## src/rtl/ring_fifo_pkg.sv

```systemverilog
package ring_fifo_pkg;
    localparam int unsigned WORD_W     = 16;
    localparam int unsigned RING_DEPTH = 4;

    typedef enum logic {
        OP_READ  = 1'b0,
        OP_WRITE = 1'b1
    } mem_op_e;
endpackage

```

## src/rtl/ring_ptr.sv

```systemverilog
module ring_ptr #(
    parameter int unsigned DEPTH = 4,
    localparam int unsigned PW   = $clog2(DEPTH),
    localparam int unsigned CW   = PW + 1
) (
    input  logic          clk,
    input  logic          rst_n,
    input  logic          push,
    input  logic          pop,
    output logic [PW-1:0] wr_idx,
    output logic [PW-1:0] rd_idx,
    output logic [CW-1:0] count,
    output logic          empty,
    output logic          full
);
    logic [CW-1:0] wptr_d, wptr_q;
    logic [CW-1:0] rptr_d, rptr_q;

    always_comb begin
        wptr_d = wptr_q + {{PW{1'b0}}, push};
        rptr_d = rptr_q + {{PW{1'b0}}, pop};
    end

    always_ff @(posedge clk) begin
        if (!rst_n) begin
            wptr_q <= '0;
            rptr_q <= '0;
        end else begin
            wptr_q <= wptr_d;
            rptr_q <= rptr_d;
        end
    end

    assign wr_idx = wptr_q[PW-1:0];
    assign rd_idx = rptr_q[PW-1:0];
    assign count  = wptr_q - rptr_q;
    assign empty  = (count == '0);
    assign full   = (count == CW'(DEPTH));

    p_no_overflow_r3: assert property (@(posedge clk) disable iff (!rst_n)
        push |-> !full);
    p_no_underflow_r3: assert property (@(posedge clk) disable iff (!rst_n)
        pop |-> !empty);
endmodule

```

## src/rtl/ring_slots.sv

```systemverilog
module ring_slots #(
    parameter int unsigned DEPTH  = 4,
    parameter int unsigned DATA_W = 16,
    localparam int unsigned PW    = $clog2(DEPTH)
) (
    input  logic              clk,
    input  logic              rst_n,
    input  logic              wr_en,
    input  logic [PW-1:0]     wr_idx,
    input  logic [DATA_W-1:0] wr_data,
    input  logic              wr_commit,
    input  logic              mg_en,
    input  logic [PW-1:0]     mg_idx,
    input  logic [DATA_W-1:0] mg_data,
    input  logic [DATA_W-1:0] mg_mask,
    input  logic [PW-1:0]     rd_idx,
    output logic [DATA_W-1:0] rd_data,
    output logic              rd_commit
);
    logic [DATA_W-1:0] data_d [DEPTH];
    logic [DATA_W-1:0] data_q [DEPTH];
    logic [DEPTH-1:0]  commit_d, commit_q;

    always_comb begin
        for (int i = 0; i < DEPTH; i++) begin
            data_d[i] = data_q[i];
        end
        commit_d = commit_q;
        if (wr_en) begin
            data_d[wr_idx]   = wr_data;
            commit_d[wr_idx] = wr_commit;
        end
        if (mg_en) begin
            data_d[mg_idx] = (data_q[mg_idx] & ~mg_mask) | (mg_data & mg_mask);
        end
    end

    for (genvar g = 0; g < DEPTH; g++) begin : g_slot
        always_ff @(posedge clk) begin
            if (!rst_n) begin
                data_q[g]   <= '0;
                commit_q[g] <= 1'b0;
            end else begin
                data_q[g]   <= data_d[g];
                commit_q[g] <= commit_d[g];
            end
        end
    end

    assign rd_data   = data_q[rd_idx];
    assign rd_commit = commit_q[rd_idx];

    p_merge_keeps_r6: assert property (@(posedge clk) disable iff (!rst_n)
        mg_en && !wr_en |=> ((data_q[$past(mg_idx)] & ~$past(mg_mask)) ==
                             ($past(data_q[mg_idx]) & ~$past(mg_mask))));
endmodule

```

## src/rtl/ring_fifo_ctrl.sv

```systemverilog
module ring_fifo_ctrl import ring_fifo_pkg::*; #(
    parameter int unsigned DATA_W = WORD_W,
    parameter int unsigned DEPTH  = RING_DEPTH,
    localparam int unsigned PW    = $clog2(DEPTH),
    localparam int unsigned CW    = PW + 1
) (
    input  logic              clk,
    input  logic              rst_n,
    input  logic              cmd_set,
    input  logic              cmd_read,
    input  logic              cmd_writable,
    input  logic [DATA_W-1:0] cmd_mask,
    input  logic              wr_valid,
    input  logic [DATA_W-1:0] wr_data,
    output logic              wr_ready,
    output logic              rd_valid,
    output logic [DATA_W-1:0] rd_data,
    input  logic              rd_take,
    output logic              mem_req,
    output logic              mem_we,
    output logic [DATA_W-1:0] mem_wdata,
    input  logic              mem_ack,
    input  logic [DATA_W-1:0] mem_rdata,
    output logic              ring_empty,
    output logic              ring_full,
    output logic [CW-1:0]     ring_count
);
    typedef struct packed {
        logic              busy;
        mem_op_e           op;
        logic              rd_mode;
        logic              writable;
        logic [DATA_W-1:0] mask;
        logic              rd_valid;
    } ctrl_t;

    ctrl_t s_d, s_q;

    logic              push, pop, mg_en, tail_commit;
    logic [PW-1:0]     head_idx, tail_idx;
    logic [DATA_W-1:0] tail_data;

    ring_ptr #(.DEPTH(DEPTH)) i_ptr (
        .clk    (clk),
        .rst_n  (rst_n),
        .push   (push),
        .pop    (pop),
        .wr_idx (head_idx),
        .rd_idx (tail_idx),
        .count  (ring_count),
        .empty  (ring_empty),
        .full   (ring_full)
    );

    ring_slots #(.DEPTH(DEPTH), .DATA_W(DATA_W)) i_slots (
        .clk       (clk),
        .rst_n     (rst_n),
        .wr_en     (push),
        .wr_idx    (head_idx),
        .wr_data   (wr_data),
        .wr_commit (s_q.writable && !s_q.rd_mode),
        .mg_en     (mg_en),
        .mg_idx    (tail_idx),
        .mg_data   (mem_rdata),
        .mg_mask   (s_q.mask),
        .rd_idx    (tail_idx),
        .rd_data   (tail_data),
        .rd_commit (tail_commit)
    );

    assign wr_ready = !ring_full && !(s_q.busy && s_q.op == OP_READ);
    assign push     = wr_valid && wr_ready;

    always_comb begin
        s_d   = s_q;
        pop   = 1'b0;
        mg_en = 1'b0;
        if (s_q.busy && mem_ack) begin
            s_d.busy = 1'b0;
            if (s_q.op == OP_WRITE) begin
                pop = 1'b1;
            end else begin
                mg_en      = 1'b1;
                s_d.rd_valid = s_q.rd_mode;
            end
        end else if (!s_q.busy) begin
            if (!ring_empty) begin
                if (tail_commit) begin
                    s_d.busy = 1'b1;
                    s_d.op   = OP_WRITE;
                end else begin
                    pop = 1'b1;
                end
            end else if (s_q.rd_mode && !s_q.rd_valid && !push && !cmd_set) begin
                s_d.busy = 1'b1;
                s_d.op   = OP_READ;
            end
        end
        if (rd_take && s_q.rd_valid) begin
            s_d.rd_valid = 1'b0;
        end
        if (push) begin
            s_d.rd_valid = 1'b0;
        end
        if (cmd_set) begin
            s_d.rd_mode  = cmd_read;
            s_d.writable = cmd_writable;
            s_d.mask     = cmd_mask;
            s_d.rd_valid = 1'b0;
        end
    end

    always_ff @(posedge clk) begin
        if (!rst_n) begin
            s_q.busy     <= 1'b0;
            s_q.op       <= OP_WRITE;
            s_q.rd_mode  <= 1'b0;
            s_q.writable <= 1'b1;
            s_q.mask     <= '1;
            s_q.rd_valid <= 1'b0;
        end else begin
            s_q <= s_d;
        end
    end

    assign mem_req   = s_q.busy;
    assign mem_we    = (s_q.op == OP_WRITE);
    assign mem_wdata = tail_data;
    assign rd_data   = tail_data;
    assign rd_valid  = s_q.rd_valid;

    p_req_hold_r2: assert property (@(posedge clk) disable iff (!rst_n)
        mem_req && !mem_ack |=> mem_req && $stable(mem_we));
    p_wdata_stable_r2: assert property (@(posedge clk) disable iff (!rst_n)
        mem_req && mem_we && !mem_ack |=> $stable(mem_wdata));
    p_full_blocks_r3: assert property (@(posedge clk) disable iff (!rst_n)
        ring_full |-> !wr_ready);
    p_read_when_empty_r4: assert property (@(posedge clk) disable iff (!rst_n)
        mem_req && !mem_we |-> ring_empty);
    p_fill_sets_valid_r5: assert property (@(posedge clk) disable iff (!rst_n)
        mem_req && !mem_we && mem_ack && s_q.rd_mode && !cmd_set |=> rd_valid);
    p_fetch_blocks_write_r9: assert property (@(posedge clk) disable iff (!rst_n)
        mem_req && !mem_we |-> !wr_ready);
    p_write_clears_valid_r9: assert property (@(posedge clk) disable iff (!rst_n)
        wr_valid && wr_ready |=> !rd_valid);
endmodule

```

## config.mk

```make
export PLATFORM = sky130hd
export DESIGN_NAME = ring_fifo_ctrl
export DESIGN_NICKNAME = d
export VERILOG_FILES = /design/src/rtl/ring_fifo_pkg.sv /design/src/rtl/ring_ptr.sv /design/src/rtl/ring_slots.sv /design/src/rtl/ring_fifo_ctrl.sv
export SDC_FILE = /design/constraint.sdc
export NUM_CORES = 1
export LEC_CHECK = 0
export BUFFER_PORTS_ARGS = -buffer_cell sky130_fd_sc_hd__buf_4
export CAP_MARGIN = 20
export CORE_UTILIZATION = 45
export DETAILED_ROUTE_END_ITERATION = 8
export PLACE_DENSITY_LB_ADDON = 0.08
export SETUP_SLACK_MARGIN = 0.5
export SYNTH_ARGS = -nofsm -noshare
export SYNTH_HDL_FRONTEND = slang
export SYNTH_SLANG_ARGS = --single-unit
```

## constraint.sdc

```tcl
create_clock -name clk -period 3.2 [get_ports clk]
set_input_delay 0.16 -clock clk [delete_from_list [all_inputs] [get_ports clk]]
set_output_delay 0.16 -clock clk [all_outputs]
set_load 0.01 [all_outputs]
```

* Yosys cells after proc, flatten, opt, wreduce, memory -nomap -nowiden
Memories as Yosys holds them, arrays and structs flattened. A register that Yosys moved wholly into a read port is not among the register bits.
Cells that the tools add are included.
W data, S select, Z words.
** Word-level totals
- Flip-flop bits (word level) :: 31
- Bits in writable memories :: 64
- Input port bits :: 56
- Output and inout bits :: 41
- Word-level logic and storage cells :: 94
- Memories kept :: 1
** Operators by class
- Add/subtract/negate cells :: 3
- Order comparisons :: 7
- Equality and inequality tests :: 2
- Muxes and demuxes :: 31
- Bitwise logic cells :: 14
- Reductions and logical operators :: 24
** Memory list
- i_slots.data_q :: words 4, bits a word 16, read ports 5, clocked after memory_dff 1, wr ports 4, line ring_slots.sv:21 : logic [DATA_W-1:0] data_q [DEPTH];
** Operator list (number)
- $bwmux W64 :: 2
- $mux W64 :: 2
- $mux W16 :: 6
- $demux W16 S2 :: 2
- $and A16 B16 Y16 :: 2
- $not A16 Y16 :: 1
- $or A16 B16 Y16 :: 1
- $logic_and A1 B1 Y1 :: 12
- $mux W1 :: 11
- $mux W2 :: 5
- $add A3 B1 Y3 :: 2
- $ge A3 B3 Y1 const B :: 2
- $logic_not A1 Y1 :: 6
- $lt A2 B3 Y1 const B :: 2
- $lt A3 B1 Y1 const B :: 2
- $not A2 Y3 :: 2
- $bwmux W4 :: 1
- $not A1 Y1 :: 4
- $or A1 B1 Y1 :: 4
- $reduce_and A4 Y1 :: 1
- $reduce_or A4 Y1 :: 1
- $eq A3 B3 Y1 const B :: 1
- $logic_not A3 Y1 :: 1
- $sub A3 B3 Y3 :: 1
- other kinds (7) :: 7

* Depth between registers and ports, before layout
- Word-level depth :: 11
- Gate-level depth with buffers :: 12
- Gate-level depth less buffers :: 11

* Cells and area by module
A second synthesis with hierarchy kept.
** Unflattened totals
- Cells, all modules :: 496
- Area total of the unflattened synthesis :: 5316.3 µm²
** Modules (own cells, without submodules)
- ring_slots :: times used 1, cells an instance 362, area an instance 3992.6 µm², seq. area each 1361.3 µm²
- ring_fifo_ctrl :: times used 1, cells an instance 102, area an instance 974.7 µm², seq. area each 420.4 µm²
- ring_ptr :: times used 1, cells an instance 32, area an instance 349.1 µm², seq. area each 120.1 µm²

* Worst setup path before layout
Ideal clock, no wire load.
- Kind :: register to register
- Start :: register i_ptr.wptr_q[0]
- End :: register i_ptr.wptr_q[1]
- Setup time :: 0.115 ns
- Arrival time :: 2.834 ns
- Required time :: 3.085 ns
- Slack :: 0.251 ns
- Stages on the path, launching flop included :: 12
- Path buffers :: 1
- Clock period less this slack :: 2.949 ns
- Cell sequence :: dfxtp_1 clkbuf_1 inv_1 ha_1 fa_1 xnor3_2 inv_4 a21oi_1 and2_1 ha_1 ha_1 and2_1
** On the way
- Cells in the longest elaborated chain, start to end :: 6
** RTL lines
- start, declared :: line ring_ptr.sv:16 : logic [CW-1:0] wptr_d, wptr_q;
- start signal, assigned :: line ring_ptr.sv:29 : wptr_q <= wptr_d;
- $sub A3 B3 Y3 :: line ring_ptr.sv:36 : assign count = wptr_q - rptr_q;
- named net ring_count[2] :: line ring_fifo_ctrl.sv:26 : output logic [CW-1:0] ring_count
- $eq A3 B3 Y1 :: line ring_ptr.sv:38 : assign full = (count == CW'(DEPTH));
- $logic_not A1 Y1 :: line ring_fifo_ctrl.sv:71 : assign wr_ready = !ring_full && !(s_q.busy && s_q.op == OP_READ);
- $logic_and A1 B1 Y1 :: line ring_fifo_ctrl.sv:71
- named net wr_ready :: line ring_fifo_ctrl.sv:15 : output logic wr_ready,
- $logic_and A1 B1 Y1 :: line ring_fifo_ctrl.sv:72 : assign push = wr_valid && wr_ready;
- $add A3 B1 Y3 :: line ring_ptr.sv:20 : wptr_d = wptr_q + {{PW{1'b0}}, push};
- named net i_ptr.wptr_d[1] :: line ring_ptr.sv:16
The timed path passes the listed nets, and every way through them passes these cells.
A chain may end at the register's enable or synchronous reset.

==> impl_metrics.env <==
export IMPL_yosysUniqueCellTypes=49
export IMPL_dieArea_um2=11800
export IMPL_crit_path_max_incr_delay_ns=0.42
export IMPL_ys_flop_type="dfxtp_1"
export IMPL_dpl_worst_slack_ns=0.601
export IMPL_yosys_area_top_type="dfxtp_1"
export IMPL_cts_max_level=3
export IMPL_dp_final_hpwl_um=9320
export IMPL_routed_wl_um=14600
export IMPL_required_ns=3.43
export IMPL_drtPass1Iterations=5
export IMPL_syn_to_final_growth_pct=20.5
export IMPL_use_met3=0.0307
export IMPL_crit_fanout=15
export IMPL_crit_path_end_kind="flop"
export IMPL_critPathBufInv=2
export IMPL_synth_top_area_share=0.372
export IMPL_drc=0
export IMPL_finalHoldViolations=0
export IMPL_grt_remaining_overflow=0
export IMPL_path_clk_slew_ns=0.06
export IMPL_gp_congestion=0.870
export IMPL_ir_drop_mv=0.506
export IMPL_finalCriticalPeriod_ns=2.53
export IMPL_synth_seq_cells=95
export IMPL_met1_usage=0.349
export IMPL_nets=731
export IMPL_synthCells=605
export IMPL_io_buffers=96
export IMPL_final_util=0.563
export IMPL_clk_latency_ns=0.34
export IMPL_p_per_area_nw_per_um2=789
export IMPL_ant_nets=0
export IMPL_syn_area_um2=5110
export IMPL_setup_viol=0
export IMPL_fin_ws_ns=0.672
export IMPL_cp_slowest_cell="a221o_2"
export IMPL_fin_skew_ns=0.00494
export IMPL_boundaryPins=97
export IMPL_fmax_mhz=396
export IMPL_path_cells="inv_2 -> ha_2 -> fa_1 -> xnor3_2 -> inv_4 -> a2111oi_4 -> nor2b_4 -> a221o_2"
export IMPL_sw_frac_of_total=0.369
export IMPL_cts_tree="yes"
export IMPL_grt_pass1_vias=4505
export IMPL_vias_per_cell=5.83
export IMPL_start_kind="flop"
export IMPL_antenna_found_initial=0
export IMPL_crit_type="flop to flop"
export IMPL_synthArstFlopShare=0
export IMPL_cts_sinks=95
export IMPL_fin_area_um2=6160
export IMPL_status="finished clean"
export IMPL_first_iter_violations=294
export IMPL_cts_max_path_buffers=2
export IMPL_n_antenna_cell=0
export IMPL_grt_max_degree=71
export IMPL_rsz0062_at_grt="no"
export IMPL_placed_area_um2=5810
export IMPL_cap_violations=0
export IMPL_grt_use_met2=0.429
export IMPL_pwr_share_clk=0.235
export IMPL_gr_usage_all_layers=0.262
export IMPL_initial_utilization=0.467
export IMPL_top_usage_layer="met2"
export IMPL_cts_root_buf="clkbuf_16"
export IMPL_synth_edf_count=0
export IMPL_crit_arrival_ns=2.75
export IMPL_p_int_mw=3.07
export IMPL_die_y_um=109
export IMPL_seq_area_frac_synth=0.372
export IMPL_yosys_top_cells_area="dfxtp_1 37%, mux2i_1 7.2%, nor3_1 5.8%"
export IMPL_die_x_um=109
export IMPL_share_comb_of_total_power=0.457
export IMPL_vias=4743
export IMPL_period_share=0.790
export IMPL_grt_first_pass_wirelength_um=23500
export IMPL_drv_slew=0
export IMPL_switchingPower_mw=1.79
export IMPL_rows=38
export IMPL_finalSetupTns_ns=0
export IMPL_synth_nets=667
export IMPL_yosysWarnings=0
export IMPL_holdWs_ns=0.0334
export IMPL_cpLargestDelayFamily="compound AO/OA/AOI/OAI gates"
export IMPL_cts_buffers=9
export IMPL_avgSynthCellArea_um2=8.45
export IMPL_hold_path_class="input port to flop"
export IMPL_worst_pin_slew_ns=0.791
export IMPL_leakagePower_nw=2.62
export IMPL_drive_above_1_share=0.245
export IMPL_pwr_share_seq=0.308
export IMPL_coreArea_um2=10900
export IMPL_wire_per_inst_um=18.0
export IMPL_relSlewSlack=0.466
[worst register-to-register path: cells and delay by family, from the launching register on]
family | cells | cell delay (ns)
buffers and inverters | 2 | 0.16
DFF | 1 | 0.34
AOI/OAI and AO/OA | 2 | 0.82
and+or+nand+nor | 1 | 0.18
adders and majority gates | 2 | 0.58
xor gates and xnor gates | 1 | 0.34
[sequential cells by signal, indices dropped and copies added, names as in the netlist]
signal and flops:
i_ptr.rptr_q 3, i_ptr.wptr_q 3, i_slots.commit_q 4, i_slots.data_q 64
mem_req 1, mem_we 1, rd_valid 1, s_q 18
[logic make-up (layout without fill, tap and decap cells)]
family                   count (synthesis)  in the layout  share of synthesized area
XOR/XNOR                                 3              3                    0.00808
AO/OA/AOI/OAI                          134            134                      0.189
buffers and inverters                   84            152                     0.0803
adder cells (fa/ha/maj)                  6              6                     0.0162
AND/OR/NAND/NOR                        229            229                      0.222
multiplexers                            54             54                      0.112
flip-flops                              95             95                      0.372
[synth_stat cells (2+ instances only)]
master	number
a41oi_1	2
nand2_1	34
xnor2_1	2
nor2_1	55
a2111oi_0	2
nand2b_1	4
buf_6	3
buf_1	4
o211ai_1	15
o22ai_1	2
dfxtp_1	95
a31oi_1	14
and2_2	2
a21oi_1	21
and2_1	9
o311ai_0	4
o21ai_0	42
nand3_1	13
buf_2	5
nor2b_1	20
nor3_1	59
mux2i_1	37
a221o_2	5
nor4b_1	2
ha_1	5
and3_1	15
a221o_1	11
buf_4	17
clkbuf_1	31
inv_1	23
or3_1	11
o2111ai_2	3
a221oi_1	3
mux2_2	16
a2111oi_4	2
o311a_1	4
[power groups by stage]
stage | clock [mW] | sequential [mW] | combinational, mW
2_1_floorplan | 0 | 1.48 | 1.55
3_3_place_gp | 0 | 1.51 | 2.15
3_5_place_dp | 0 | 1.52 | 2.18
4_1_cts | 1.16 | 1.49 | 2.18
5_1_grt | 1.22 | 1.52 | 2.44
6_report | 1.14 | 1.50 | 2.22
[cell usage in the layout (no fill, tap or decap), types with 2 or more instances in the layout]
cell       instances
nor2_1            55
nand2b_1           4
o2111ai_2          2
mux2i_1           37
nor2b_1           20
o311ai_0           4
clkinv_2           2
o22ai_1            2
a21oi_1           20
and3_1            15
o211ai_1          15
nand2_1           34
a41oi_1            2
a2111oi_4          2
clkbuf_16          9
a221o_1           11
nor4b_1            2
o21ai_0           42
inv_1             22
o311a_1            4
or3_1             11
a221o_2            5
ha_1               4
xnor2_1            2
nor3_1            59
dfxtp_1           93
bufinv_16          2
dfxtp_2            2
and2_1             9
mux2_2            16
a221oi_1           3
buf_4            113
nand3_1           13
a31oi_1           14
[final cells by class]
class | count | area (µm²)
repair buffers | 113 | 848
inverters | 24 | 92.6
well taps | 140 | 175
clock buffers | 11 | 243
clock inverters | 4 | 70.1
fillers | 1004 | 4780
multi-input cells | 426 | 2820
flip-flops and latches | 95 | 1900
[metrics by stage]
stage | power, mW | instances
floorplan | 3.03 | 605
global placement | 3.66 | 796
detailed placement | 3.69 | 796
CTS | 4.84 | 811
global route | 5.17 | 813
finish | 4.86 | 813
[routing by layer]
| metal | vias up | share of wire |
|---|---|---|
| li1 | 2291 | - |
| met5 | - | 0 |
| met1 | 2286 | 0.45 |
| met4 | 0 | 0.020 |
| met3 | 17 | 0.059 |
| met2 | 149 | 0.47 |
[final timing paths]
path         slack [ns]                        startpoint  depth (start not counted)                                to
max                0.67        i_ptr.wptr_q[0]$_SDFF_PN0_                          8   i_slots.data_q[2][6]$_SDFF_PN0_
min                0.03                      cmd_writable                          3              s_q[17]$_SDFFE_PN1P_
max reg2reg        0.67        i_ptr.wptr_q[0]$_SDFF_PN0_                          8   i_slots.data_q[2][6]$_SDFF_PN0_
min reg2reg        0.47  i_slots.commit_q[3]$_SDFFE_PN0P_                          2  i_slots.commit_q[3]$_SDFFE_PN0P_
[repair_timing]
action | 4_1_cts | 5_1_grt
setup buffers | 0 | 2
hold buffers | 0 | 0
endpoints found under the setup margin | 0 | 20
gates resized for setup | 0 | 4
hold endpoints to repair | 0 | 0
No activity file was read; power rests on OpenSTA's default activity.
